### config.mk
export PLATFORM = sky130hd
export DESIGN_NAME = fpnr_unit
export DESIGN_NICKNAME = d
export VERILOG_FILES = /design/src/rtl/fpnr_pkg.sv /design/src/rtl/fpnr_lzc.sv /design/src/rtl/fpnr_norm.sv /design/src/rtl/fpnr_round.sv /design/src/rtl/fpnr_unit.sv
export SDC_FILE = /design/constraint.sdc
export NUM_CORES = 1
export LEC_CHECK = 0
export CAP_MARGIN = 20
export CORE_MARGIN = 2
export CORE_UTILIZATION = 35
export DETAILED_ROUTE_END_ITERATION = 10
export SLEW_MARGIN = 20
export SYNTH_ARGS = -nofsm -noshare
export SYNTH_HDL_FRONTEND = slang
export SYNTH_SLANG_ARGS = --single-unit
### constraint.sdc
create_clock -name clk -period 9.25 [get_ports clk]
set_input_delay 1.3875 -clock clk [delete_from_list [all_inputs] [get_ports clk]]
set_output_delay 1.3875 -clock clk [all_outputs]
set_load 0.03 [all_outputs]
### src/rtl/fpnr_pkg.sv
package fpnr_pkg;

  typedef enum logic [1:0] {
    RND_NEAR_EVEN = 2'b00,
    RND_CHOP      = 2'b01,
    RND_POS       = 2'b10,
    RND_NEG       = 2'b11
  } rnd_mode_e;

endpackage

### src/rtl/fpnr_lzc.sv
module fpnr_lzc #(
  parameter  int W  = 26,
  localparam int CW = $clog2(W + 1)
) (
  input  logic [W-1:0]  vec,
  output logic [CW-1:0] cnt,
  output logic          none
);

  // one-hot marker of the highest set bit, built bit by bit
  logic [W-1:0] above;
  logic [W-1:0] first;

  genvar gi;
  generate
    for (gi = 0; gi < W; gi++) begin : g_scan
      if (gi == W - 1) begin : g_top
        assign above[gi] = 1'b0;
      end else begin : g_rest
        assign above[gi] = above[gi+1] | vec[gi+1];
      end
      assign first[gi] = vec[gi] & ~above[gi];
    end
  endgenerate

  always_comb begin
    cnt = CW'(W);
    for (int i = 0; i < W; i++) begin
      if (first[i]) cnt = CW'(W - 1 - i);
    end
  end

  assign none = ~|vec;

endmodule

### src/rtl/fpnr_norm.sv
module fpnr_norm #(
  parameter  int MAN_W = 23,
  parameter  int EXP_W = 8,
  localparam int SIG_W = MAN_W + 1,
  localparam int EI_W  = EXP_W + 2,
  localparam int EN_W  = EXP_W + 3
) (
  input  logic                   carry,
  input  logic [SIG_W-1:0]       sig,
  input  logic                   g,
  input  logic                   r,
  input  logic                   s,
  input  logic signed [EI_W-1:0] exp_in,
  output logic [SIG_W-1:0]       sig_n,
  output logic                   g_n,
  output logic                   r_n,
  output logic                   s_n,
  output logic signed [EN_W-1:0] exp_n,
  output logic                   zero,
  output logic                   tiny
);

  localparam int XW = SIG_W + 2;
  localparam int CW = $clog2(XW + 1);

  logic [XW-1:0]          ext;
  logic [XW-1:0]          ext_sh;
  logic [CW-1:0]          lz;
  logic                   none;
  logic signed [EN_W-1:0] exp_x;

  assign ext   = {sig, g, r};
  assign exp_x = EN_W'(exp_in);

  fpnr_lzc #(.W(XW)) u_lzc (
    .vec  (ext),
    .cnt  (lz),
    .none (none)
  );

  assign ext_sh = ext << lz;

  always_comb begin
    if (carry) begin
      // one place right: LSB -> guard, guard -> round, round|sticky -> sticky
      sig_n = {1'b1, sig[SIG_W-1:1]};
      g_n   = sig[0];
      r_n   = g;
      s_n   = r | s;
      exp_n = exp_x + EN_W'(1);
    end else begin
      // left by leading zeros; sticky keeps its place
      sig_n = ext_sh[XW-1:2];
      g_n   = ext_sh[1];
      r_n   = ext_sh[0];
      s_n   = s;
      exp_n = exp_x - EN_W'(lz);
    end
  end

  assign zero = ~carry & none & ~s;
  assign tiny = ~carry & none & s;

endmodule

### src/rtl/fpnr_round.sv
module fpnr_round
  import fpnr_pkg::*;
#(
  parameter  int MAN_W = 23,
  parameter  int EXP_W = 8,
  localparam int SIG_W = MAN_W + 1,
  localparam int EN_W  = EXP_W + 3
) (
  input  logic                   sign,
  input  rnd_mode_e              mode,
  input  logic [SIG_W-1:0]       sig_n,
  input  logic                   g,
  input  logic                   r,
  input  logic                   s,
  input  logic signed [EN_W-1:0] exp_n,
  output logic [SIG_W-1:0]       sig_r,
  output logic signed [EN_W-1:0] exp_r
);

  logic           lost;
  logic           up;
  logic [SIG_W:0] sum;

  assign lost = g | r | s;

  always_comb begin
    case (mode)
      RND_NEAR_EVEN: up = g & (r | s | sig_n[0]);
      RND_CHOP:      up = 1'b0;
      RND_POS:       up = ~sign & lost;
      default:       up = sign & lost;
    endcase
  end

  assign sum = {1'b0, sig_n} + (SIG_W + 1)'(up);

  always_comb begin
    if (sum[SIG_W]) begin
      sig_r = sum[SIG_W:1];
      exp_r = exp_n + EN_W'(1);
    end else begin
      sig_r = sum[SIG_W-1:0];
      exp_r = exp_n;
    end
  end

endmodule

### src/rtl/fpnr_unit.sv
module fpnr_unit
  import fpnr_pkg::*;
#(
  parameter  int MAN_W = 23,
  parameter  int EXP_W = 8,
  localparam int SIG_W = MAN_W + 1,
  localparam int EI_W  = EXP_W + 2,
  localparam int EN_W  = EXP_W + 3,
  localparam int FP_W  = 1 + EXP_W + MAN_W
) (
  input  logic                   clk,
  input  logic                   rst,
  input  logic                   in_valid,
  input  logic                   in_sign,
  input  logic                   in_carry,
  input  logic [SIG_W-1:0]       in_sig,
  input  logic                   in_guard,
  input  logic                   in_round,
  input  logic                   in_sticky,
  input  logic signed [EI_W-1:0] in_exp,
  input  logic [1:0]             in_mode,
  output logic                   out_valid,
  output logic [FP_W-1:0]        out_result,
  output logic                   out_ovf,
  output logic                   out_unf
);

  localparam logic signed [EN_W-1:0] E_ZERO = '0;
  localparam logic signed [EN_W-1:0] E_MAX  = EN_W'((1 << EXP_W) - 1);

  // ---------------- stage 1: normalize ----------------
  logic [SIG_W-1:0]       n_sig;
  logic                   n_g, n_r, n_s;
  logic signed [EN_W-1:0] n_exp;
  logic                   n_zero, n_tiny;
  logic                   n_uf, n_of;

  fpnr_norm #(.MAN_W(MAN_W), .EXP_W(EXP_W)) u_norm (
    .carry  (in_carry),
    .sig    (in_sig),
    .g      (in_guard),
    .r      (in_round),
    .s      (in_sticky),
    .exp_in (in_exp),
    .sig_n  (n_sig),
    .g_n    (n_g),
    .r_n    (n_r),
    .s_n    (n_s),
    .exp_n  (n_exp),
    .zero   (n_zero),
    .tiny   (n_tiny)
  );

  assign n_uf = n_tiny | (~n_zero & (n_exp <= E_ZERO));
  assign n_of = ~n_zero & ~n_tiny & (n_exp >= E_MAX);

  logic                   s1_valid;
  logic                   s1_sign;
  rnd_mode_e              s1_mode;
  logic [SIG_W-1:0]       s1_sig;
  logic                   s1_g, s1_r, s1_s;
  logic signed [EN_W-1:0] s1_exp;
  logic                   s1_zero, s1_uf, s1_of;

  always_ff @(posedge clk) begin
    if (rst) begin
      s1_valid <= 1'b0;
    end else begin
      s1_valid <= in_valid;
    end
    s1_sign <= in_sign;
    s1_mode <= rnd_mode_e'(in_mode);
    s1_sig  <= n_sig;
    s1_g    <= n_g;
    s1_r    <= n_r;
    s1_s    <= n_s;
    s1_exp  <= n_exp;
    s1_zero <= n_zero;
    s1_uf   <= n_uf;
    s1_of   <= n_of;
  end

  // ---------------- stage 2: round and pack ----------------
  logic [SIG_W-1:0]       r_sig;
  logic signed [EN_W-1:0] r_exp;
  logic                   of2;
  logic [FP_W-1:0]        res_d;

  fpnr_round #(.MAN_W(MAN_W), .EXP_W(EXP_W)) u_round (
    .sign  (s1_sign),
    .mode  (s1_mode),
    .sig_n (s1_sig),
    .g     (s1_g),
    .r     (s1_r),
    .s     (s1_s),
    .exp_n (s1_exp),
    .sig_r (r_sig),
    .exp_r (r_exp)
  );

  assign of2 = s1_of | (~s1_uf & ~s1_zero & (r_exp >= E_MAX));

  always_comb begin
    if (s1_zero) begin
      res_d = {(s1_mode == RND_NEG), {(FP_W - 1){1'b0}}};
    end else if (s1_uf) begin
      res_d = {s1_sign, {(FP_W - 1){1'b0}}};
    end else if (of2) begin
      res_d = {s1_sign, {EXP_W{1'b1}}, {MAN_W{1'b0}}};
    end else begin
      res_d = {s1_sign, r_exp[EXP_W-1:0], r_sig[MAN_W-1:0]};
    end
  end

  always_ff @(posedge clk) begin
    if (rst) begin
      out_valid  <= 1'b0;
      out_result <= '0;
      out_ovf    <= 1'b0;
      out_unf    <= 1'b0;
    end else begin
      out_valid  <= s1_valid;
      out_result <= res_d;
      out_ovf    <= s1_valid & of2 & ~s1_zero & ~s1_uf;
      out_unf    <= s1_valid & s1_uf;
    end
  end

  // ---------------- assertions ----------------
  p_latency_r1: assert property (@(posedge clk) disable iff (rst)
    in_valid |-> ##2 out_valid);

  p_idle_r1: assert property (@(posedge clk) disable iff (rst)
    !in_valid |-> ##2 !out_valid);

  p_norm_msb_r3: assert property (@(posedge clk) disable iff (rst)
    (s1_valid && !s1_zero && !s1_uf && !s1_of) |-> s1_sig[SIG_W-1]);

  p_ovf_inf_r8: assert property (@(posedge clk) disable iff (rst)
    out_ovf |-> (out_result[FP_W-2:0] == {{EXP_W{1'b1}}, {MAN_W{1'b0}}}));

  p_no_overflow_r8: assert property (@(posedge clk) disable iff (rst)
    (out_valid && !out_ovf) |-> (out_result[FP_W-2:MAN_W] != {EXP_W{1'b1}}));

  p_unf_zero_r9: assert property (@(posedge clk) disable iff (rst)
    out_unf |-> (out_result[FP_W-2:0] == '0));

  p_flag_excl_r12: assert property (@(posedge clk) disable iff (rst)
    !(out_ovf && out_unf));

  p_flag_gate_r12: assert property (@(posedge clk) disable iff (rst)
    !out_valid |-> (!out_ovf && !out_unf));

endmodule

==> flow_summary.toml <==
[logic_synthesis]
synth_edf_count = 0
synth_nets = 688
ys_types = 74
postSynthCellCount = 628
netlist_area_um2 = 5270
yosysMostFrequentCell = "dfxtp_1"
yosysTopAreaCell = "dfxtp_1"
seq_area_frac_synth_pct = 30.4
synth.area.top_cells = "dfxtp_1, nor2_1, mux2i_1"
synth_top_area_share_pct = 30.4
synthArstFlopShare_pct = 0
synthTopCellsByCount = "dfxtp_1, nor2_1, nand2_1"
ys.flop_type = "dfxtp_1"
yosys_warnings = 0
ys_ff_latch = 80
syn_area_per_cell_um2 = 8.39

[clock_network]
cts_resized = 0
cts.clk_slew.worst_paths_ps = 60
clock_latency_ps = 340
ctsRootBufferMaster = "clkbuf_16"
clock_path_buffers = 2
cts_tree = "built"
cts_hold_buf = 0
htree_levels = 3
post_cts_buffers = 0
cts_made_buffers = 9
numClockSinks = 80

[layout]
drive_gt1_share_pct = 7.94
area_growth_pct = 22.6
nNetsFinal = 748
fill_cells = 1443
n_antenna_cell = 0
fin_util_pct = 44.1

[routing]
post_drt_wl_per_cell_um = 19.3
wl_um = 16900
route.detailed.drc = 0
drt-vias-per-instance = 5.85
drtPass1Iterations = 5
ant_nets = 0
drt_iter0_markers = 481
vias = 5129

[power_and_ir_drop]
p_int_w = 0.000762
p_sw_w = 0.000352
p_comb_share_pct = 28.8
seqPwrFrac_pct = 38.0
leakagePower_nw = 2.45
clockPowerShare_pct = 33.2
power_density_nw_per_um2 = 172
p_sw_share_pct = 31.6
vdd_ir_drop_max_mv = 0.103

[die]
die_height_um = 127
rows = 44
num_io_pins = 79
die_x_um = 127
coreArea_um2 = 14600
dieArea_um2 = 16100
floorplan.initialDensity_pct = 36.0

[worst_hold_path]
min_path_type = "reg2reg"

[timing]
maxSlewHeadroom_pct = 48.6
rsz0062_at_grt = "no"
fmax_mhz = 136
hold_violations = 0
tns_ps = 0
report.final.setup_viol = 0
period_share_pct = 79.4
tightest_slew_ps = 770
drv_slew = 0
skew_ps = 8.14
period_minus_slack_ps = 7350

[worst_setup_path]
critPathRequiredTime_ps = 9520
end_kind = "register"
cp-start-kind = "input port"
arrival_ps = 7620
crit_type = "in2reg"
path_max_fanout = 24

[grt]
grt_pass1_wl_um = 27000
antenna_found_initial = 0
overflow = 0
grt_usage_pct = 21.2
grt_max_degree = 39
grt_pass1_vias = 4821

[place]
dp_hpwl_um = 13100
gp_congestion = 0.966
io_buffers = 78

[run_status]
outcome = "finished clean"

[flow_run]
maxCapViolCount = 0
-- critical path: stages --
cell,delay [ps]
clkdlybuf4s50_1,550
or4_1,800
nor4_4,510
inv_2,160
a211oi_4,420
o31a_4,440
inv_2,250
ha_1,340
nand2_1,120
inv_1,60
ha_1,260
a21o_1,170
a21oi_1,210
o21ai_0,130
a2111oi_0,580
or4_1,200
o211ai_1,130
or4b_2,690
a31oi_1,170
-- layer usage --
metal  share of wire, %  vias to the layer above  GRT usage, %
met5                  0                        -             0
met4                3.0                        0          9.18
met3                6.8                       31          3.08
met2                 44                      250          33.0
met1                 46                     2378          29.5
li1                   -                     2470             -
-- cell type report --
cell class	count	area [µm²]	area share, %
multi-input combinational	489	3400	52.6
sequential	80	1600	24.8
timing repair buffer	82	811	12.6
tap	184	230	3.56
clock buffer	9	225	3.49
inverter	26	97.6	1.51
clock inverter	7	96.3	1.49
-- kinds of logic after synthesis --
kind of cell | Yosys count | synth area share, %
AO/OA/AOI/OAI | 169 | 23.4
XOR/XNOR | 34 | 5.65
adder cells (fa/ha/maj) | 16 | 3.94
buffers and inverters | 59 | 5.13
flip-flops | 80 | 30.4
multiplexers | 37 | 8.78
AND/OR/NAND/NOR | 233 | 22.7
-- power groups by stage --
stage | Combinational (W) | Clock, W | Sequential [W]
finish | 0.000321 | 0.000370 | 0.000423
global route | 0.000344 | 0.000392 | 0.000428
CTS | 0.000318 | 0.000379 | 0.000423
detailed placement | 0.000316 | 0 | 0.000430
global placement | 0.000316 | 0 | 0.000428
floorplan | 0.000172 | 0 | 0.000458
-- cell usage in the layout (no fill, tap or decap), types with 4 or more instances in the layout --
cell type         n
nor2b_1           7
a31oi_1           5
or4_1            12
mux2_2           10
nand2_1          49
o31ai_1           5
mux4_2            6
o21ai_0          26
nand3_1          25
o211ai_1         14
and2_1           10
a211oi_1          9
buf_4             4
nor2_1           60
nand4_1           7
ha_1             15
mux2i_1          20
xnor2_1          13
a311oi_1          4
a21o_1            9
a221o_1           8
and3_1            9
xor2_1           21
inv_1            23
a21oi_1          32
nor4_1           14
or3_1             7
a211o_1           6
clkdlybuf4s50_1  78
dfxtp_1          80
or2_2             5
nor3_1           11
nand2b_1          6
a22o_1            6
clkbuf_16         9
-- stage by stage --
step | hold slack (ps) | power, W | std cells | worst slack, ps | area (µm²)
global route | 504 | 0.00116 | 877 | 1430 | 6460
floorplan | 416 | 0.000630 | 628 | 2890 | 5270
finish | 457 | 0.00111 | 877 | 1900 | 6460
CTS | 463 | 0.00112 | 877 | 1930 | 6460
global placement | 443 | 0.000744 | 861 | 1830 | 6140
detailed placement | 444 | 0.000746 | 861 | 1580 | 6140
-- state kept, by name (all words and copies together) (netlist names) --
signal and flops:
s1_r 1, s1_sig 24, s1_valid 1, s1_uf 1
out_unf 1, out_ovf 1, s1_sign 1, s1_exp 11
s1_s 1, out_result 32, s1_g 1, out_valid 1
s1_zero 1, s1_of 1, s1_mode 2
-- final timing paths --
kind / startpoint / to / slack [ps] / depth (start not counted)
max: in_sig[20] / s1_uf / 1900 / 19
min: s1_valid / out_ovf / 460 / 2
max reg2reg: s1_mode[1] / out_result[19] / 4720 / 13
min reg2reg: s1_valid / out_ovf / 460 / 2
(Power assumes the default switching activity.)
